==> config.mk <==
export PLATFORM = sky130hd
export DESIGN_NAME = resp_latency_monitor
export DESIGN_NICKNAME = d
export VERILOG_FILES = /design/src/rtl/rlm_pkg.sv /design/src/rtl/rlm_edge.sv /design/src/rtl/rlm_window.sv /design/src/rtl/rlm_verdict.sv /design/src/rtl/resp_latency_monitor.sv
export SDC_FILE = /design/constraint.sdc
export NUM_CORES = 1
export LEC_CHECK = 0
export ABC_AREA = 0
export BUFFER_PORTS_ARGS = -buffer_cell sky130_fd_sc_hd__buf_2
export CORE_AREA = 3 3 40 42
export DETAILED_ROUTE_END_ITERATION = 6
export DIE_AREA = 0 0 43 45
export SETUP_SLACK_MARGIN = 0.15
export SLEW_MARGIN = 30
export SYNTH_ARGS = -nofsm -noshare
export SYNTH_HDL_FRONTEND = slang
export SYNTH_SLANG_ARGS = --single-unit
==> constraint.sdc <==
create_clock -name clk -period 1.87 [get_ports clk]
set_input_delay 0.187 -clock clk [delete_from_list [all_inputs] [get_ports clk]]
set_output_delay 0.187 -clock clk [all_outputs]
set_load 0.03 [all_outputs]
==> src/rtl/rlm_pkg.sv <==
package rlm_pkg;

  // Effective wait length: a zero delay behaves as a one-cycle delay.
  function automatic int unsigned eff_delay(input int unsigned d);
    return (d == 0) ? 1 : d;
  endfunction

  // Counter value at which the response is evaluated.
  localparam int unsigned FINAL_COUNT = 1;

  // Early response: high while still inside the waiting window.
  function automatic logic is_early(input logic active, input logic last_cyc,
                                    input logic r);
    return active && !last_cyc && r;
  endfunction

endpackage

==> src/rtl/rlm_edge.sv <==
module rlm_edge (
  input  logic clk,
  input  logic rst,
  input  logic sig,
  output logic rise
);
  logic prev_q;

  always_ff @(posedge clk) begin
    if (rst) prev_q <= 1'b0;
    else     prev_q <= sig;
  end

  assign rise = sig && !prev_q;
endmodule

==> src/rtl/rlm_window.sv <==
module rlm_window #(
  parameter int DLY_W = 4
) (
  input  logic             clk,
  input  logic             rst,
  input  logic             off,
  input  logic             start,
  input  logic             stop,
  input  logic [DLY_W-1:0] dly,
  output logic             active,
  output logic             last_cyc
);
  localparam int CNT_W = DLY_W;

  logic [CNT_W-1:0] cnt_q;
  logic             busy_q;
  logic [CNT_W-1:0] load_val;

  assign load_val = CNT_W'(rlm_pkg::eff_delay(32'(dly)));

  always_ff @(posedge clk) begin
    if (rst) begin
      busy_q <= 1'b0;
      cnt_q  <= '0;
    end else if (off) begin
      busy_q <= 1'b0;
      cnt_q  <= '0;
    end else if (busy_q) begin
      if (stop) begin
        busy_q <= 1'b0;
        cnt_q  <= '0;
      end else begin
        cnt_q  <= cnt_q - 1'b1;
      end
    end else if (start) begin
      busy_q <= 1'b1;
      cnt_q  <= load_val;
    end
  end

  assign active   = busy_q;
  assign last_cyc = busy_q && (cnt_q == CNT_W'(rlm_pkg::FINAL_COUNT));
endmodule

==> src/rtl/rlm_verdict.sv <==
module rlm_verdict (
  input  logic off,
  input  logic active,
  input  logic last_cyc,
  input  logic resp,
  input  logic resp_rise,
  output logic pass,
  output logic fail
);
  logic early;
  logic on_time;

  always_comb begin
    early   = rlm_pkg::is_early(active, last_cyc, resp);
    on_time = active && last_cyc && resp_rise;
    pass    = !off && on_time;
    fail    = !off && (early || (last_cyc && !resp_rise));
  end
endmodule

==> src/rtl/resp_latency_monitor.sv <==
module resp_latency_monitor #(
  parameter int DLY_W = 4
) (
  input  logic             clk,
  input  logic             rst,
  input  logic             mon_off,
  input  logic             trig,
  input  logic             resp,
  input  logic [DLY_W-1:0] dly,
  output logic             pass,
  output logic             fail,
  output logic             busy
);
  logic trig_rise;
  logic resp_rise;
  logic start_chk;
  logic at_final;
  logic verdict;

  rlm_edge u_trig_edge (.clk(clk), .rst(rst), .sig(trig), .rise(trig_rise));
  rlm_edge u_resp_edge (.clk(clk), .rst(rst), .sig(resp), .rise(resp_rise));

  assign start_chk = trig_rise && !busy && !mon_off;
  assign verdict   = pass || fail;

  rlm_window #(.DLY_W(DLY_W)) u_window (
    .clk(clk), .rst(rst), .off(mon_off), .start(start_chk), .stop(verdict),
    .dly(dly), .active(busy), .last_cyc(at_final)
  );

  rlm_verdict u_verdict (
    .off(mon_off), .active(busy), .last_cyc(at_final), .resp(resp),
    .resp_rise(resp_rise), .pass(pass), .fail(fail)
  );
endmodule

-- After elaboration in Yosys (flattened, before gate mapping)
Cells that the tools add are included.
- $add $sub $neg: 1
- equal/unequal tests: 1
- mux-type cells: 7
- reductions and logical operators: 23
- operators by type and width (operator ; number):
    4-bit 2-to-1 mux ; 4
    1-bit logical AND ; 12
    1-bit zero test ; 6
    4-bit by 1-bit == test with 1-bit output, second input constant ; 1
    4-bit zero test ; 1
    4-bit by 1-bit subtractor with 4-bit output, second input constant ; 1
    1-bit 2-to-1 mux ; 3
    1-bit logical OR ; 2
    2-bit nonzero test ; 1
    2-bit OR reduction ; 1
- flip-flop bits (word level): 7
- input bits: 9
- output and inout bits: 3
- word-level logic and storage cells: 36

-- Logic depth before layout (Yosys ltp)
Gate-level depths: netlist of run 1.
- word-level depth: 10
- gate-level depth with buffers: 6
- mapped depth without buffers: 5

-- By module
From an unflattened synthesis of run 1, not the netlist that was laid out.
- cell total of the unflattened synthesis: 52
- area, all modules: 457.9 um2
- modules (own cells, without submodules) (module ; times used ; cells each ; area an instance (um2) ; seq. area each (um2)):
    rlm_window ; 1 ; 40 ; 314.1 ; 100.1
    rlm_edge ; 2 ; 3 ; 47.5 ; 20.0
    rlm_verdict ; 1 ; 4 ; 30.0 ; 0.0
    resp_latency_monitor ; 1 ; 2 ; 18.8 ; 0.0

-- Worst setup path after synthesis of run 1
OpenSTA, ideal clock, no wires.
- path kind: flip-flop to output port
- start point: register u_window.cnt_q[0]
- end point: output pass
- data arrival time: 1.918 ns
- data required time: 1.683 ns
- slack: -0.235 ns
- cell stages (with the launch flop): 5
- buffers on the path: 1
- cell sequence: dfxtp_1 -> ha_1 -> or3b_1 -> clkbuf_1 -> nor4_1
- cells in the longest elaborated chain, start to end: 5
- RTL lines (item ; RTL line ; RTL):
    start, declared ; rlm_window.sv:15 ; logic [CNT_W-1:0] cnt_q;
    start signal, assigned ; rlm_window.sv:33 ; cnt_q <= cnt_q - 1'b1;
    start signal, assigned ; rlm_window.sv:37 ; cnt_q <= load_val;
    4-bit by 1-bit == test with 1-bit output ; rlm_window.sv:42 ; assign last_cyc = busy_q && (cnt_q == CNT_W'(rlm_pkg::FINAL_COUNT));
    1-bit logical AND ; rlm_window.sv:42 ;
    1-bit logical AND (2 in series) ; rlm_verdict.sv:15 ; on_time = active && last_cyc && resp_rise;
    1-bit logical AND ; rlm_verdict.sv:16 ; pass = !off && on_time;
    end, declared ; resp_latency_monitor.sv:10 ; output logic pass,
No other way between the ends.

-- Final worst setup path of run 1
- start point: register u_window.cnt_q[1]
- end point: output pass
Same word-level chain as after synthesis.

==> flow_summary.json, run 1 <==
{
  "status": "completed",
  "end_kind": "primary output",
  "ys.warnings.count": 0,
  "vdd_ir_drop_max_mv": 0.3575,
  "p_per_area_mw_per_mm2": 591.3,
  "cp_max_fo": 4,
  "clock-root-buffer": "clkbuf_4",
  "synth_area_leaders": "dfxtp_1, ha_1, nor3_1, inv_1, nor2b_1",
  "drc": 0,
  "fin_nets": 87,
  "fin_crit_sh_pct": 97.92,
  "wl_um": 1249,
  "cp-startpoint": "u_window.cnt_q[1]",
  "cts_made_buffers": 3,
  "drv_cap": 0,
  "synthCells": 56,
  "seq_area_frac_synth_pct": 29.87,
  "core_area_mm2": 0.001285,
  "antenna_cells": 0,
  "die_w_um": 43,
  "grt.total_usage_pct": 15.71,
  "rsz0062_at_grt": "yes",
  "num_vias": 527,
  "yosysTopAreaCell": "dfxtp_1",
  "clock_path_buffers": 2,
  "cp_slowest_cell": "or3b_4",
  "yosysTopAreaCellShare_pct": 29.87,
  "synth_edf_count": 0,
  "hold_path_class": "in -> reg",
  "synth_common_cells": "dfxtp_1, inv_1, nor3_1",
  "drive_above_1_share_pct": 41.33,
  "period_needed_ns": 1.831,
  "dp_hpwl_um": 821.2,
  "die_y_um": 45,
  "worst_pin_slew_ns": 0.4107,
  "clk_latency_ns": 0.26,
  "fillerInstances": 129,
  "cts_tree": "built",
  "leakage_nw": 0.2620,
  "place.gp.congestion": 0.7960,
  "criticalPathCategory": "reg -> out",
  "synth.avg_cell_area_um2": 8.379,
  "r2r_slack_ns": 0.39,
  "crit_chain": "inv_2 > ha_4 > or3b_4 > buf_6 > nor4_4 > buf_4",
  "cts.clk_slew.worst_paths_ns": 0.06,
  "slowest_delay_ns": 0.42,
  "critical-path-top-delay-family": "simple AND/OR/NAND/NOR gates",
  "ys_seq_elements": 7,
  "grt.overflow.total": 0,
  "yosysUniqueCellTypes": 29,
  "cp.arrival_ns": 1.64,
  "hold_viol_final": 0,
  "setup_tns_ns": 0,
  "grt_max_degree": 10,
  "seqCellArea_um2": 145.1,
  "slew-limit-headroom_pct": 72.52,
  "multiInputGateArea_um2": 350.3,
  "required_ns": 1.68,
  "grt_pass1_wl_um": 2256,
  "setup_ws_ns": 0.03898,
  "grt_pass1_vias": 496,
  "syn2layout_area_growth_pct": 42.40,
  "synthFlopType": "dfxtp_1",
  "initial_core_util_pct": 36.51,
  "instances_no_fill": 90,
  "cp-start-kind": "register",
  "finalPower_w": 0.0003951,
  "yosysMostFrequentCell": "dfxtp_1",
  "die-area_mm2": 0.001935,
  "r2r-end": "u_window.cnt_q[0]",
  "drtAntennaViolNets": 0,
  "endpoint": "pass",
  "slew_viol_final": 0,
  "dp_slack_ns": 0.06001,
  "dp_cells": 82,
  "r2r-start": "u_window.cnt_q[1]",
  "io_buffers": 11,
  "wl_per_cell_um": 13.88,
  "setup_viol": 0,
  "cts_sinks": 7,
  "synth_area_um2": 469.2,
  "clock_skew_ns": 0.003892,
  "async_reset_ff_share_pct": 0,
  "cts_hold_buf": 0,
  "antenna_found_initial": 0,
  "syn_nets": 67,
  "worstRegToRegCells": 6,
  "first_iter_violations": 26,
  "max_freq_ghz": 0.5461,
  "viasPerCell": 5.856,
  "htree_levels": 1,
  "rows": 13,
  "dr.pass1.iters": 4,
  "cp.depth": 6,
  "io_pins": 12,
  "critPathBufInv": 3
}
report_power, final:
part / internal, W / switching (W) / leakage [nW]
Sequential: 0.000156 / 0.00000924 / 0.0586
Combinational: 0.0000412 / 0.0000455 / 0.188
Clock: 0.0000818 / 0.0000608 / 0.0150
Total: 0.000279 / 0.000116 / 0.262
placed cells by master, fill, tap and decap left out, types with 2 or more instances in the layout:
cell,n
buf_2,9
nand2b_1,2
nor3b_1,2
nor2b_1,3
o31ai_1,2
a21oi_1,2
nor2_1,2
dfxtp_1,5
nor3_1,3
clkbuf_4,3
nand3_1,2
nand2_1,2
inv_1,4
buf_4,7
flip-flops by register name, summed over array words and instances (netlist names):
signal              flops
u_window.cnt_q          4
u_resp_edge.prev_q      1
u_trig_edge.prev_q      1
u_window.active         1
worst min-delay path by stage:
stage / from / end / slack (ns) / cells past startpoint
after floorplan: rst / u_resp_edge.prev_q / 0.25 / 1
after global placement: rst / u_resp_edge.prev_q / 0.39 / 2
after detailed placement: rst / u_resp_edge.prev_q / 0.39 / 2
after CTS: rst / u_resp_edge.prev_q / 0.13 / 2
after global routing: rst / u_resp_edge.prev_q / 0.13 / 2
final: rst / u_resp_edge.prev_q / 0.13 / 2
timing repair:
item | 4_1_cts | 5_1_grt
buffers inserted | 4 | 0
setup endpoints to repair | 2 | 2
resized for setup | 10 | 2
per-layer routing:
| metal | up-vias | global-route usage [%] | wire, µm |
|---|---|---|---|
| met5 | - | 0 | 0 |
| li1 | 249 | - | - |
| met4 | 0 | 9.036 | 31 |
| met2 | 23 | 23.95 | 579 |
| met3 | 5 | 3.586 | 64 |
| met1 | 250 | 20.44 | 574 |
cells by family (layout without fill, tap and decap cells):
logic type,count (synthesis),after routing,share of synthesized area (%)
adders and majority gates,2,2,5.332
AOI/OAI and AO/OA,15,15,24.00
DFF,7,7,29.87
and+or+nand+nor,25,25,35.20
buffers and inverters,7,26,5.601
layout make-up:
cell class / instances / share of cell area [%]
Sequential cell: 7 / 21.72
Multi-Input combinational cell: 42 / 52.43
Inverter: 5 / 2.809
Tap cell: 15 / 2.809
Clock buffer: 4 / 3.933
Timing Repair Buffer: 17 / 16.29
through the flow:
step | util [%] | hold WS [ns] | area (µm²)
after global routing | 52.00 | 0.1328 | 668.1
final | 52.00 | 0.1333 | 668.1
after CTS | 51.80 | 0.1300 | 665.6
after floorplan | - | 0.2537 | 496.7
after detailed placement | 44.99 | 0.3927 | 578.1
after global placement | 44.99 | 0.3941 | 578.1
Power figures use the tool's default switching activity.
==> run 2, diff against run 1 <==
Settings changed: SYNTH_HIERARCHICAL from default to 1.
==> run 2 against run 1 <==
Sequential share of layout area up 1.9 points. Fmax up 9.7%. Register-to-register slack worse by 0.19 ns. Clock power about the same. Clock skew down 0.0028 ns. Sequential power about the same. Worst setup slack better by 0.16 ns. Critical endpoint is now u_window/cnt_q[0].
==> flow_summary.json, run 2 <==
{
  "core_area_mm2": 0.001285,
  "ys.warnings.count": 6,
  "cts.clk_slew.worst_paths_ns": 0.05,
  "grt.total_usage_pct": 12.36,
  "initial_core_util_pct": 35.64,
  "cts_hold_buf": 0,
  "clk_latency_ns": 0.26,
  "first_iter_violations": 2,
  "cp.arrival_ns": 1.84,
  "setup_viol": 0,
  "synth_edf_count": 0,
  "syn_nets": 63,
  "setup_tns_ns": 0,
  "drv_cap": 0,
  "wl_per_cell_um": 11.91,
  "largest_register_ffs": 4,
  "die_y_um": 45,
  "rows": 13,
  "synthCells": 52,
  "drtAntennaViolNets": 0,
  "cts_sinks": 7,
  "grt_pass1_wl_um": 1628,
  "synth.avg_cell_area_um2": 8.807,
  "cp_max_fo": 4,
  "io_pins": 12,
  "antenna_found_initial": 0,
  "cts_tree": "built",
  "cts_made_buffers": 3,
  "vdd_ir_drop_max_mv": 0.2670,
  "seq_area_frac_synth_pct": 30.60,
  "leakage_nw": 0.2701,
  "hold_viol_final": 0,
  "mostFrequentLayoutCells": "buf_2, a21oi_1, nor2b_4, dfxtp_1",
  "num_vias": 427,
  "yosysUniqueCellTypes": 25,
  "syn2layout_area_growth_pct": 37.43,
  "worst_pin_slew_ns": 0.4548,
  "cp-start-kind": "register",
  "die_w_um": 43,
  "p_per_area_mw_per_mm2": 585.4,
  "ys_seq_elements": 7,
  "max_freq_ghz": 0.5991,
  "final_common_cell": "buf_2",
  "htree_levels": 1,
  "regMostFlops": "u_window/cnt_q",
  "grt.overflow.total": 0,
  "synth_area_leaders": "dfxtp_1, nor2b_4, a21oi_1, ha_1, nor3_1",
  "yosysTopAreaCellShare_pct": 30.60,
  "status": "completed",
  "die-area_mm2": 0.001935,
  "clock_skew_ns": 0.001095,
  "yosysMostFrequentCell": "dfxtp_1",
  "viasPerCell": 5.207,
  "grt_pass1_vias": 395,
  "antenna_cells": 0,
  "grt_max_degree": 15,
  "slew-limit-headroom_pct": 69.55,
  "dr.pass1.iters": 4,
  "holdWs_ns": 0.1535,
  "clock-root-buffer": "clkbuf_4",
  "place.gp.congestion": 0.7092,
  "hold_path_class": "in -> reg",
  "fin_crit_sh_pct": 89.26,
  "synth_area_um2": 457.9,
  "fin_nets": 79,
  "required_ns": 2.04,
  "criticalPathCategory": "reg -> reg",
  "synthFlopType": "dfxtp_1",
  "wl_um": 977,
  "async_reset_ff_share_pct": 0,
  "period_needed_ns": 1.669,
  "drive_above_1_share_pct": 47.76,
  "rsz0062_at_grt": "yes",
  "synth_common_cells": "dfxtp_1, a21oi_1, nor2b_4, nor3_1",
  "clock_path_buffers": 2,
  "yosysTopAreaCell": "dfxtp_1",
  "end_kind": "register",
  "drc": 0,
  "io_buffers": 11,
  "slew_viol_final": 0
}
==> run 2: cell count changes after synthesis, sizes merged, moves of 2 or more <==
| cell | previous run | this run |
|---|---|---|
| a21oi | 2 | 6 |
| a211oi | 3 | 0 |
| nor2b | 3 | 6 |
| or2 | 0 | 3 |
| buf | 0 | 2 |
| clkbuf | 2 | 0 |
| inv | 5 | 3 |
| nand3 | 2 | 0 |
| or3b | 2 | 0 |
| or4b | 2 | 0 |
==> run 2: cell type report <==
cell class | count | area (µm²)
fill | 139 | 655.6
timing repair buffer | 13 | 70.07
inverter | 3 | 11.26
tap | 15 | 18.77
sequential | 7 | 148.9
multi-input combinational | 40 | 354.1
clock buffer | 4 | 26.28
==> run 2: what timing repair did <==
action                                  CTS  global route
setup buffers                             2             0
endpoints found under the setup margin    5             7
cloned                                    0             0
resized for setup                         4             6
pin swaps                                 2             3
==> run 2: worst paths after layout <==
kind | from | end | slack (ns) | depth (start not counted)
setup reg to reg | u_window/cnt_q[1] | u_window/cnt_q[0] | 0.20 | 9
setup / recovery | u_window/cnt_q[1] | u_window/cnt_q[0] | 0.20 | 9
hold / removal | rst | u_resp_edge/prev_q | 0.15 | 2
hold reg to reg | u_window/cnt_q[0] | u_window/cnt_q[0] | 0.60 | 2
==> run 2: metrics by stage <==
| stage | utilization, % | setup WS, ns | power (W) | instances | cell area, µm² |
|---|---|---|---|---|---|
| 3_5_place_dp | 42.75 | 0.09493 | 0.0002223 | 76 | 549.3 |
| 6_report | 48.98 | 0.2008 | 0.0003684 | 82 | 629.4 |
| 5_1_grt | 48.98 | 0.05288 | 0.0003966 | 82 | 629.4 |
| 4_1_cts | 46.35 | 0.1317 | 0.0003707 | 82 | 595.6 |
| 3_3_place_gp | 42.75 | 0.1381 | 0.0002220 | 76 | 549.3 |
| 2_1_floorplan | - | 0.1560 | 0.0002044 | 52 | 491.7 |
==> run 2: critical path, cell delays in order (launching register included) <==
cell	delay [ns]
dfxtp_2	0.32
inv_2	0.07
ha_4	0.13
nand2_4	0.04
nor3_4	0.13
nand3b_1	0.18
a21oi_4	0.06
or2_1	0.23
nand2b_4	0.17
o32ai_2	0.24
==> run 2: kinds of logic (layout without fill, tap and decap cells) <==
group / count (synthesis) / in the layout / share of synthesized area [%]
buf+inv: 5 / 20 / 4.645
simple gates: 27 / 27 / 43.44
compound gates: 10 / 10 / 13.66
fa+ha+maj: 2 / 2 / 5.464
flops: 7 / 7 / 30.60
mux: 1 / 1 / 2.186
==> run 2: metal layers <==
metal / track usage [%] / share of wire [%] / vias to the layer above
met5: 0 / 0 / -
met4: 9.036 / 2.6 / 0
met3: 7.570 / 8.2 / 5
met2: 18.86 / 47 / 13
met1: 12.41 / 42 / 196
li1: - / - / 213
==> run 2: power by group <==
group | total (W) | switching, W | leakage [nW] | internal (W)
clock network | 0.000143 | 0.0000615 | 0.0150 | 0.0000818
registers | 0.000163 | 0.00000930 | 0.0593 | 0.000154
logic | 0.0000617 | 0.0000283 | 0.196 | 0.0000334
total | 0.000368 | 0.0000990 | 0.270 | 0.000269
==> run 3, diff against run 2 <==
Settings changed: ABC_AREA 0 to 1.
Clock period 1.87 ns to 2.16 ns, I/O delays scaled along.
==> run 3 against run 2 <==
Via count up 2.3%. Routed wire length shrank 3.8%. Combinational power fell by 25%. Clock skew grew 0.0060 ns. Synthesized cell count up 27%. Critical path type unchanged. Largest power group unchanged.
==> flow_summary.json, run 3 <==
{
  "period_needed_ns": 1.777,
  "placed_area_um2": 509.2,
  "regMostFlops": "u_window/cnt_q",
  "yosysUniqueCellTypes": 18,
  "drc": 0,
  "antenna_cells": 0,
  "num_vias": 437,
  "met3_usage_pct": 4.781,
  "hold_path_class": "in -> reg",
  "die_w_um": 43,
  "synth_edf_count": 0,
  "cts.clk_slew.worst_paths_ns": 0.06,
  "slew-limit-headroom_pct": 79.41,
  "die_y_um": 45,
  "syn2layout_area_growth_pct": 24.42,
  "max_freq_ghz": 0.5627,
  "worstRegToRegCells": 11,
  "io_buffers": 11,
  "hold_viol_final": 0,
  "core_area_mm2": 0.001285,
  "synth.avg_cell_area_um2": 6.521,
  "busiest_layer": "met2",
  "synth_area_leaders": "dfxtp_1, nand2_1, nor2_1, inv_1, a21oi_1",
  "final_common_cell": "nand2_1",
  "clk_latency_ns": 0.26,
  "ctsResizeCount": 0,
  "dp_hpwl_um": 743.9,
  "fin_nets": 93,
  "status": "completed",
  "synth_common_cells": "nand2_1, nor2_1, inv_1",
  "cp.arrival_ns": 1.97,
  "seq_area_frac_synth_pct": 32.56,
  "synthFlopType": "dfxtp_1",
  "grt_pass1_wl_um": 1690,
  "antenna_found_initial": 0,
  "place.gp.congestion": 0.7481,
  "wl_um": 940,
  "vdd_ir_drop_max_mv": 0.2493,
  "die-area_mm2": 0.001935,
  "met1_usage_pct": 13.32,
  "clock-root-buffer": "clkbuf_4",
  "final_area_um2": 535.5,
  "required_ns": 2.35,
  "async_reset_ff_share_pct": 0,
  "initial_core_util_pct": 33.50,
  "yosysTopAreaCellShare_pct": 32.56,
  "fin_crit_sh_pct": 82.27,
  "dr.pass1.iters": 4,
  "p_per_area_mw_per_mm2": 575.9,
  "ys_seq_elements": 7,
  "synthCells": 66,
  "leakage_nw": 0.2574,
  "clock_path_buffers": 2,
  "cts_made_buffers": 3,
  "finalPower_w": 0.0003084,
  "mostFrequentLayoutCells": "nand2_1, buf_2, inv_1",
  "cts_setup_buffers": 0,
  "use_met2_pct": 19.46,
  "ys.warnings.count": 6,
  "cts_hold_buf": 0,
  "setup_viol": 0,
  "htree_levels": 1,
  "clock_skew_ns": 0.007117,
  "grt_max_degree": 9,
  "cp-start-kind": "register",
  "grt_pass1_vias": 410,
  "yosysMostFrequentCell": "nand2_1",
  "first_iter_violations": 6,
  "largest_register_ffs": 4,
  "end_kind": "register",
  "cp_max_fo": 3,
  "cts_sinks": 7,
  "drive_above_1_share_pct": 27.16,
  "fillerInstances": 152,
  "drtAntennaViolNets": 0,
  "viasPerCell": 4.552,
  "synth_area_um2": 430.4,
  "drv_cap": 0,
  "wl_per_cell_um": 9.792,
  "whs_path_depth": 2,
  "criticalPathCategory": "reg -> reg",
  "syn_nets": 77,
  "rows": 13,
  "worst_pin_slew_ns": 0.3077,
  "grt.total_usage_pct": 12.01,
  "yosysTopAreaCell": "dfxtp_1",
  "io_pins": 12,
  "cts_tree": "built",
  "rsz0062_at_grt": "no",
  "slew_viol_final": 0,
  "grt.overflow.total": 0,
  "setup_tns_ns": 0
}
run 3: changes by cell type after synthesis, sizes merged, moves of 2 or more:
cell    delta
nand2b     -3
buf        -2
nor2b      -6
nor3       -3
nor2       +9
o21ai      +7
nor3b      -2
inv        +8
nand2     +13
nand3      +3
run 3: logic make-up (layout without fill, tap and decap cells):
family,count (synthesis),in the layout,synth area share [%]
fa+ha+maj,2,2,5.813
buf+inv,11,26,9.593
flops,7,7,32.56
compound gates,14,14,17.73
simple gates,32,32,34.30
run 3: critical path, stage by stage, from the launching register on:
cell and delay [ns]:
dfxtp_1 0.32, inv_1 0.08, ha_1 0.14, nand2_1 0.05, nor3_1 0.24, nand2_2 0.10
nand2_1 0.08, nor2_2 0.04, or2_1 0.28, nor2_4 0.14, nand3_1 0.11, a21oi_2 0.12
run 3: final cells by class:
type	count	area, µm²	share of cell area [%]
inverters	11	41.29	7.710
flip-flops and latches	7	140.1	26.17
repair buffers	11	55.05	10.28
multi-input cells	48	254.0	47.43
clock buffers	4	26.28	4.907
well taps	15	18.77	3.505
run 3: metrics by stage:
step                      util (%)  std cells  hold WS (ns)  worst slack, ns
after floorplan                  -         66        0.2884           0.2670
after global placement       39.63         92        0.4138           0.4411
after detailed placement     39.63         92        0.4161           0.4032
after CTS                    41.67         96        0.1375           0.3783
after global routing         41.67         96        0.1472           0.2185
final                        41.67         96        0.1428           0.3829
run 3: worst paths after layout:
path	from	end	slack (ns)
max	u_window/cnt_q[1]	u_window/cnt_q[2]	0.38
min	rst	u_resp_edge/prev_q	0.14
max reg2reg	u_window/cnt_q[1]	u_window/cnt_q[2]	0.38
min reg2reg	u_window/cnt_q[1]	u_window/cnt_q[1]	0.54
run 3: layer usage:
layer	wire length (µm)	part of all wire, %	up-vias
met4	13	1.4	0
li1	-	-	239
met1	435	46	191
met3	34	3.6	2
met2	457	49	5
met5	0	0	-
run 3: where the power goes:
group | total (W) | internal (W) | switching (W)
logic | 0.0000465 | 0.0000192 | 0.0000273
clock network | 0.000122 | 0.0000707 | 0.0000515
registers | 0.000140 | 0.000135 | 0.00000475
